==> config.mk <==
export PLATFORM = sky130hd
export DESIGN_NAME = ff_arb_puf
export DESIGN_NICKNAME = d
export VERILOG_FILES = /design/src/rtl/puf_pkg.sv /design/src/rtl/puf_mixer.sv /design/src/rtl/puf_race_chain.sv /design/src/rtl/ff_arb_puf.sv
export SDC_FILE = /design/constraint.sdc
export NUM_CORES = 1
export LEC_CHECK = 0
export ABC_AREA = 1
export BUFFER_PORTS_ARGS = -buffer_cell sky130_fd_sc_hd__buf_2
export CAP_MARGIN = 10
export CORE_AREA = 2 2 167 250
export CTS_BUF_LIST = sky130_fd_sc_hd__clkbuf_4
export DETAILED_ROUTE_END_ITERATION = 10
export DIE_AREA = 0 0 169 252
export PLACE_DENSITY = 0.61
export SETUP_SLACK_MARGIN = 0.2
export SLEW_MARGIN = 5
export SYNTH_ARGS = -nofsm -noshare
export SYNTH_HDL_FRONTEND = slang
export SYNTH_HIERARCHICAL = 1
export SYNTH_SLANG_ARGS = --single-unit
==> constraint.sdc <==
create_clock -name clk -period 6.82 [get_ports clk]
set_input_delay 1.705 -clock clk [delete_from_list [all_inputs] [get_ports clk]]
set_output_delay 1.705 -clock clk [all_outputs]
set_load 0.01 [all_outputs]
==> src/rtl/puf_pkg.sv <==
package puf_pkg;

  typedef enum logic [1:0] {
    PH_IDLE = 2'd0,
    PH_MIX  = 2'd1,
    PH_RACE = 2'd2,
    PH_HOLD = 2'd3
  } phase_t;

  localparam logic [31:0] SALT_STEP = 32'h9E3779B9;

  function automatic logic [31:0] gen_next(input logic [31:0] s);
    return {s[30:0], s[31] ^ s[21] ^ s[1] ^ s[0]};
  endfunction

endpackage

==> src/rtl/puf_mixer.sv <==
module puf_mixer #(
  parameter int CW = 128
) (
  input  logic          clk,
  input  logic          rst_n,
  input  logic          load,
  input  logic [CW-1:0] din,
  input  logic          shift,
  output logic [CW-1:0] ctl
);
  localparam int T0 = CW - 1;
  localparam int T1 = CW - 3;
  localparam int T2 = CW - 28;
  localparam int T3 = CW - 30;

  logic [CW-1:0] m_q;

  always_ff @(posedge clk) begin
    if (!rst_n)     m_q <= '0;
    else if (load)  m_q <= din;
    else if (shift) m_q <= {m_q[CW-2:0], m_q[T0] ^ m_q[T1] ^ m_q[T2] ^ m_q[T3]};
  end

  assign ctl = m_q;
endmodule

==> src/rtl/puf_race_chain.sv <==
module puf_race_chain
  import puf_pkg::*;
#(
  parameter int          CW     = 128,
  parameter int          DW     = 4,
  parameter int          FF_TAP = 63,
  parameter int          FF_DST = 100,
  parameter int          TW     = 12,
  parameter logic [31:0] SALT   = 32'h1,
  localparam int         SW     = $clog2(CW)
) (
  input  logic          clk,
  input  logic          rst_n,
  input  logic          load,
  input  logic [31:0]   seed,
  input  logic          step,
  input  logic [SW-1:0] idx,
  input  logic [CW-1:0] ctl,
  output logic          lead
);
  logic [31:0]   s_q, s_init;
  logic [TW-1:0] up_q, lo_q, up_n, lo_n;
  logic [TW-1:0] d_su, d_sl, d_xu, d_xl;
  logic          ff_q, c;

  assign s_init = ((seed ^ SALT) == 32'h0) ? 32'h1 : (seed ^ SALT);

  always_comb begin
    d_su = TW'(s_q[0*DW +: DW]);
    d_sl = TW'(s_q[1*DW +: DW]);
    d_xu = TW'(s_q[2*DW +: DW]);
    d_xl = TW'(s_q[3*DW +: DW]);
    c    = (idx == SW'(FF_DST)) ? ff_q : ctl[idx];
    if (c) begin
      up_n = lo_q + d_xu;
      lo_n = up_q + d_xl;
    end else begin
      up_n = up_q + d_su;
      lo_n = lo_q + d_sl;
    end
  end

  always_ff @(posedge clk) begin
    if (!rst_n) begin
      s_q  <= 32'h1;
      up_q <= '0;
      lo_q <= '0;
      ff_q <= 1'b0;
    end else if (load) begin
      s_q  <= s_init;
      up_q <= '0;
      lo_q <= '0;
      ff_q <= 1'b0;
    end else if (step) begin
      s_q  <= gen_next(s_q);
      up_q <= up_n;
      lo_q <= lo_n;
      if (idx == SW'(FF_TAP)) ff_q <= (up_n < lo_n);
    end
  end

  assign lead = (up_q < lo_q);
endmodule

==> src/rtl/ff_arb_puf.sv <==
module ff_arb_puf
  import puf_pkg::*;
#(
  parameter int CW      = 128,
  parameter int NCH     = 2,
  parameter int DW      = 4,
  parameter int MIX_CYC = 16,
  parameter int FF_TAP  = 63,
  parameter int FF_DST  = 100
) (
  input  logic          clk,
  input  logic          rst_n,
  input  logic          ch_valid,
  output logic          ch_ready,
  input  logic [CW-1:0] ch_data,
  input  logic [31:0]   inst_seed,
  output logic          rsp_valid,
  input  logic          rsp_ready,
  output logic          rsp_bit
);
  localparam int SW   = $clog2(CW);
  localparam int CMAX = (MIX_CYC > CW) ? MIX_CYC : CW;
  localparam int CNTW = $clog2(CMAX);
  localparam int TW   = DW + SW + 1;

  phase_t           ph_q;
  logic [CNTW-1:0]  cnt_q;
  logic [31:0]      seed_q;
  logic [CW-1:0]    ctl;
  logic [NCH-1:0]   leads;
  logic             accept;

  assign ch_ready  = (ph_q == PH_IDLE);
  assign rsp_valid = (ph_q == PH_HOLD);
  assign accept    = ch_valid & ch_ready;

  always_ff @(posedge clk) begin
    if (!rst_n) begin
      ph_q   <= PH_IDLE;
      cnt_q  <= '0;
      seed_q <= '0;
    end else begin
      case (ph_q)
        PH_IDLE: if (accept) begin
          ph_q   <= PH_MIX;
          cnt_q  <= '0;
          seed_q <= inst_seed;
        end
        PH_MIX: begin
          if (cnt_q == CNTW'(MIX_CYC - 1)) begin
            ph_q  <= PH_RACE;
            cnt_q <= '0;
          end else begin
            cnt_q <= cnt_q + 1'b1;
          end
        end
        PH_RACE: begin
          if (cnt_q == CNTW'(CW - 1)) ph_q <= PH_HOLD;
          else                        cnt_q <= cnt_q + 1'b1;
        end
        PH_HOLD: if (rsp_ready) ph_q <= PH_IDLE;
        default: ph_q <= PH_IDLE;
      endcase
    end
  end

  puf_mixer #(.CW(CW)) mix_i (
    .clk   (clk),
    .rst_n (rst_n),
    .load  (accept),
    .din   (ch_data),
    .shift (ph_q == PH_MIX),
    .ctl   (ctl)
  );

  for (genvar j = 0; j < NCH; j++) begin : g_chain
    localparam logic [31:0] SALT = 32'(64'(SALT_STEP) * 64'(j + 1));
    puf_race_chain #(
      .CW(CW), .DW(DW), .FF_TAP(FF_TAP), .FF_DST(FF_DST), .TW(TW), .SALT(SALT)
    ) chain_i (
      .clk   (clk),
      .rst_n (rst_n),
      .load  (accept),
      .seed  (inst_seed),
      .step  (ph_q == PH_RACE),
      .idx   (cnt_q[SW-1:0]),
      .ctl   (ctl),
      .lead  (leads[j])
    );
  end

  assign rsp_bit = ^leads;
endmodule

==> results_dict.tcl <==
set metrics [dict create \
    rows 90 \
    slowest_stage "dfxtp_1" \
    final_cell_area_um2 19600 \
    grt_pass1_vias 17900 \
    io_buffers 166 \
    synthArstFlopShare_pct 0 \
    die_h_um 252 \
    drc 0 \
    insertion_delay_ns 0.77 \
    startpoint_type "flip-flop" \
    rsz0062_at_grt "no" \
    drive_gt1_share_pct 10.4 \
    dieArea_um2 42600 \
    io_pins 167 \
    crit_arrival_ns 3.59 \
    path_buf_inv 2 \
    critical_path_class "flip-flop to primary output" \
    cp_top_family "compound AO/OA/AOI/OAI gates" \
    via_per_inst 5.24 \
    max_freq_mhz 189 \
    drt-total-wl_um 57000 \
    worstPathCellList "inv_1 -> ha_1 -> a21oi_1 -> nor2_1 -> a211oi_1 -> nor3_1 -> o211ai_1 -> a21oi_1 -> a211oi_1 -> xor2_1 -> buf_2" \
    internal_power_mw 3.85 \
    slew_violations 0 \
    avgSynthCellArea_um2 6.11 \
    drt_iter0_markers 1180 \
    ys_ff_latch 251 \
    path_clk_slew_ns 0.06 \
    clock_path_buffers 3 \
    core_region_area_um2 40300 \
    ys_warn_count 6 \
    antenna_found_initial 2 \
    synth_top_family_by_area "simple AND/OR/NAND/NOR gates" \
    antenna_left 0 \
    first_pass_iters 5 \
    hpwlAfterDp_um 40500 \
    synthTopCellsByArea "dfxtp_1 28%, nand2_1 20%, inv_1 8.1%, nand3_1 6.6%, ha_1 5.6%" \
    yosys.area_share.simple_pct 35.9 \
    powerDensity_nw_per_um2 377 \
    via_count 18800 \
    cts_root_buffer "clkbuf_4" \
    synth_mux_area_share_pct 0.446 \
    synth_edf_count 0 \
    slew_headroom_pct 25.7 \
    layout_min_cycle_time_ns 5.30 \
    synth_xor_area_share_pct 2.78 \
    yosysTopAreaCell "dfxtp_1" \
    pwr-share-comb_pct 48.7 \
    cts_buffers 71 \
    placed_area_um2 18700 \
    tightest_slew_ns 1.11 \
    cp-end-kind "primary output" \
    cts_resized 0 \
    synthAdderAreaFrac_pct 6.53 \
    r2r_cells 22 \
    place_congestion 0.898 \
    synth_area_um2 18000 \
    cap_viol_max_count 0 \
    synth_top_area_share_pct 28.0 \
    p_leak_nw 9.91 \
    nets 3292 \
    power_frac_seq_pct 32.6 \
    synth_cell_type_count 51 \
    crit_required_ns 5.12 \
    setup_tns_ns 0 \
    cp-startpoint "g_chain[1].chain_i/lo_q[1]" \
    yosysSeqAreaShare_pct 28.0 \
    fin_crit_sh_pct 77.7 \
    area_delta_synth_final_pct 9.02 \
    reg2reg_to "g_chain[1].chain_i/ff_q" \
    cts_tree "done" \
    die_w_um 169 \
    hold_viol 0 \
    finClkSkew_ns 0.0409 \
    synth_compound_area_share_pct 13.3 \
    initial_core_util_pct 44.6 \
    p_sw_share_pct 47.8 \
    worst-path-max-fanout 5 \
    crit_cells 11 \
    syn_inst 2939 \
    setup_viol 0 \
    worstHoldPathType "flip-flop to flip-flop" \
    crit_path_max_incr_delay_ns 0.44 \
    status "finished, final reports clean" \
    cts_max_level 3 \
    grt_max_degree 100 \
    ys_dominant_reg_cell "dfxtp_1" \
    ir_drop_mv 0.143 \
    p_sw_mw 3.52 \
    wl_per_cell_um 15.9 \
    post_cts_buffers 0 \
    crit_end "rsp_bit" \
    grt_pass1_wl_um 91000 \
    regToRegStartpoint "cnt_q[1]" \
    syn_nets 3192 \
    clkPwrFrac_pct 18.6 \
    grtUsageTotal_pct 26.5 \
    regToRegSetupSlack_ns 1.94 \
    hold_buffers 0 \
    overflow 0 \
    clkSinkCount 251 \
]
worst min path at each step:
stage	cells past startpoint	to	slack, ns	start
3_3_place_gp	2	g_chain[0].chain_i/s_q[23]	0.45	g_chain[0].chain_i/s_q[22]
6_report	2	g_chain[1].chain_i/ff_q	0.46	g_chain[1].chain_i/ff_q
3_5_place_dp	2	g_chain[1].chain_i/ff_q	0.46	g_chain[1].chain_i/ff_q
5_1_grt	2	g_chain[0].chain_i/s_q[23]	0.49	g_chain[0].chain_i/s_q[22]
2_1_floorplan	2	g_chain[0].chain_i/s_q[23]	0.43	g_chain[0].chain_i/s_q[22]
4_1_cts	2	g_chain[1].chain_i/ff_q	0.47	g_chain[1].chain_i/ff_q
final cells by class:
| class | instances | area, um2 |
|---|---|---|
| fillers | 4346 | 20700 |
| inverters | 401 | 1520 |
| flip-flops and latches | 251 | 5030 |
| multi-input cells | 2133 | 10600 |
| well taps | 506 | 633 |
| clock buffers | 98 | 736 |
| repair buffers | 181 | 946 |
| clock inverters | 20 | 104 |
| diodes | 5 | 12.5 |
flip-flops by register name, summed over array words and instances, names as in the netlist:
| name | cells |
|---|---|
| g_chain.chain_i/ff_q | 2 |
| cnt_q | 7 |
| g_chain.chain_i/up_q | 24 |
| ph_q | 2 |
| g_chain.chain_i/lo_q | 24 |
| g_chain.chain_i/s_q | 64 |
| mix_i/ctl | 128 |
routing by layer:
metal	vias to the layer above	GRT usage, %	share of wire [%]
li1	9619	-	-
met1	8488	29.3	39
met2	560	49.2	51
met3	157	3.83	5.1
met4	0	12.7	4.5
met5	-	0	0
worst register-to-register path: cells and delay by family (launching register included):
family,cells,cell delay [ns]
compound gates,7,1.08
fa+ha+maj,1,0.29
flops,1,0.98
buf+inv,1,0.54
simple gates,13,1.88
layout by cell type, fill, tap and decap left out, types with 18 or more instances in the layout:
cell	count
a211oi_1	39
clkbuf_4	98
ha_1	80
xor2_1	49
o211ai_1	46
o21ai_1	71
nand4_1	18
nand2_1	935
inv_1	385
a31oi_1	20
nor2_1	257
buf_2	165
a21oi_1	86
clkinv_1	18
o21ai_0	125
dfxtp_1	249
nand3_1	238
nor3_1	83
metrics by stage:
step / cells / power (mW) / setup WS [ns] / hold slack (ns) / util (%)
finish: 3595 / 7.38 / 1.52 / 0.464 / 48.6
global route: 3595 / 8.08 / 1.38 / 0.490 / 48.6
CTS: 3590 / 7.43 / 1.51 / 0.466 / 48.6
detailed placement: 3472 / 6.01 / 2.05 / 0.456 / 46.5
global placement: 3472 / 5.94 / 2.14 / 0.445 / 46.5
floorplan: 2939 / 5.08 / 3.09 / 0.431 / -
cell families after synthesis:
| kind of cell | count (synthesis) |
|---|---|
| mux | 8 |
| flops | 251 |
| simple gates | 1567 |
| compound gates | 412 |
| xor+xnor | 57 |
| fa+ha+maj | 89 |
| buf+inv | 555 |
power by group through the flow:
| stage | clock network (mW) | logic, mW | registers [mW] |
|---|---|---|---|
| CTS | 1.43 | 3.59 | 2.41 |
| global route | 1.51 | 4.10 | 2.47 |
| global placement | 0 | 3.52 | 2.43 |
| floorplan | 0 | 2.88 | 2.20 |
| finish | 1.38 | 3.59 | 2.41 |
| detailed placement | 0 | 3.58 | 2.44 |
Yosys cell counts (4+ instances only):
cell,instances
a31oi_1,20
buf_6,19
nand3_2,4
xor2_1,49
o21ai_1,71
xnor2_1,8
o21ai_0,125
buf_4,11
fa_1,8
inv_1,386
nor2_1,258
buf_2,55
a2111oi_0,10
buf_1,15
o211ai_1,46
nand3_1,238
nor3_1,83
a21oi_1,86
a211oi_1,39
mux2i_1,8
nand2_1,935
nand4_1,18
inv_2,10
nand2_2,6
nand3b_1,5
nor4_1,6
ha_1,81
clkbuf_1,54
dfxtp_1,251
No activity file was read; power rests on OpenSTA's default activity.
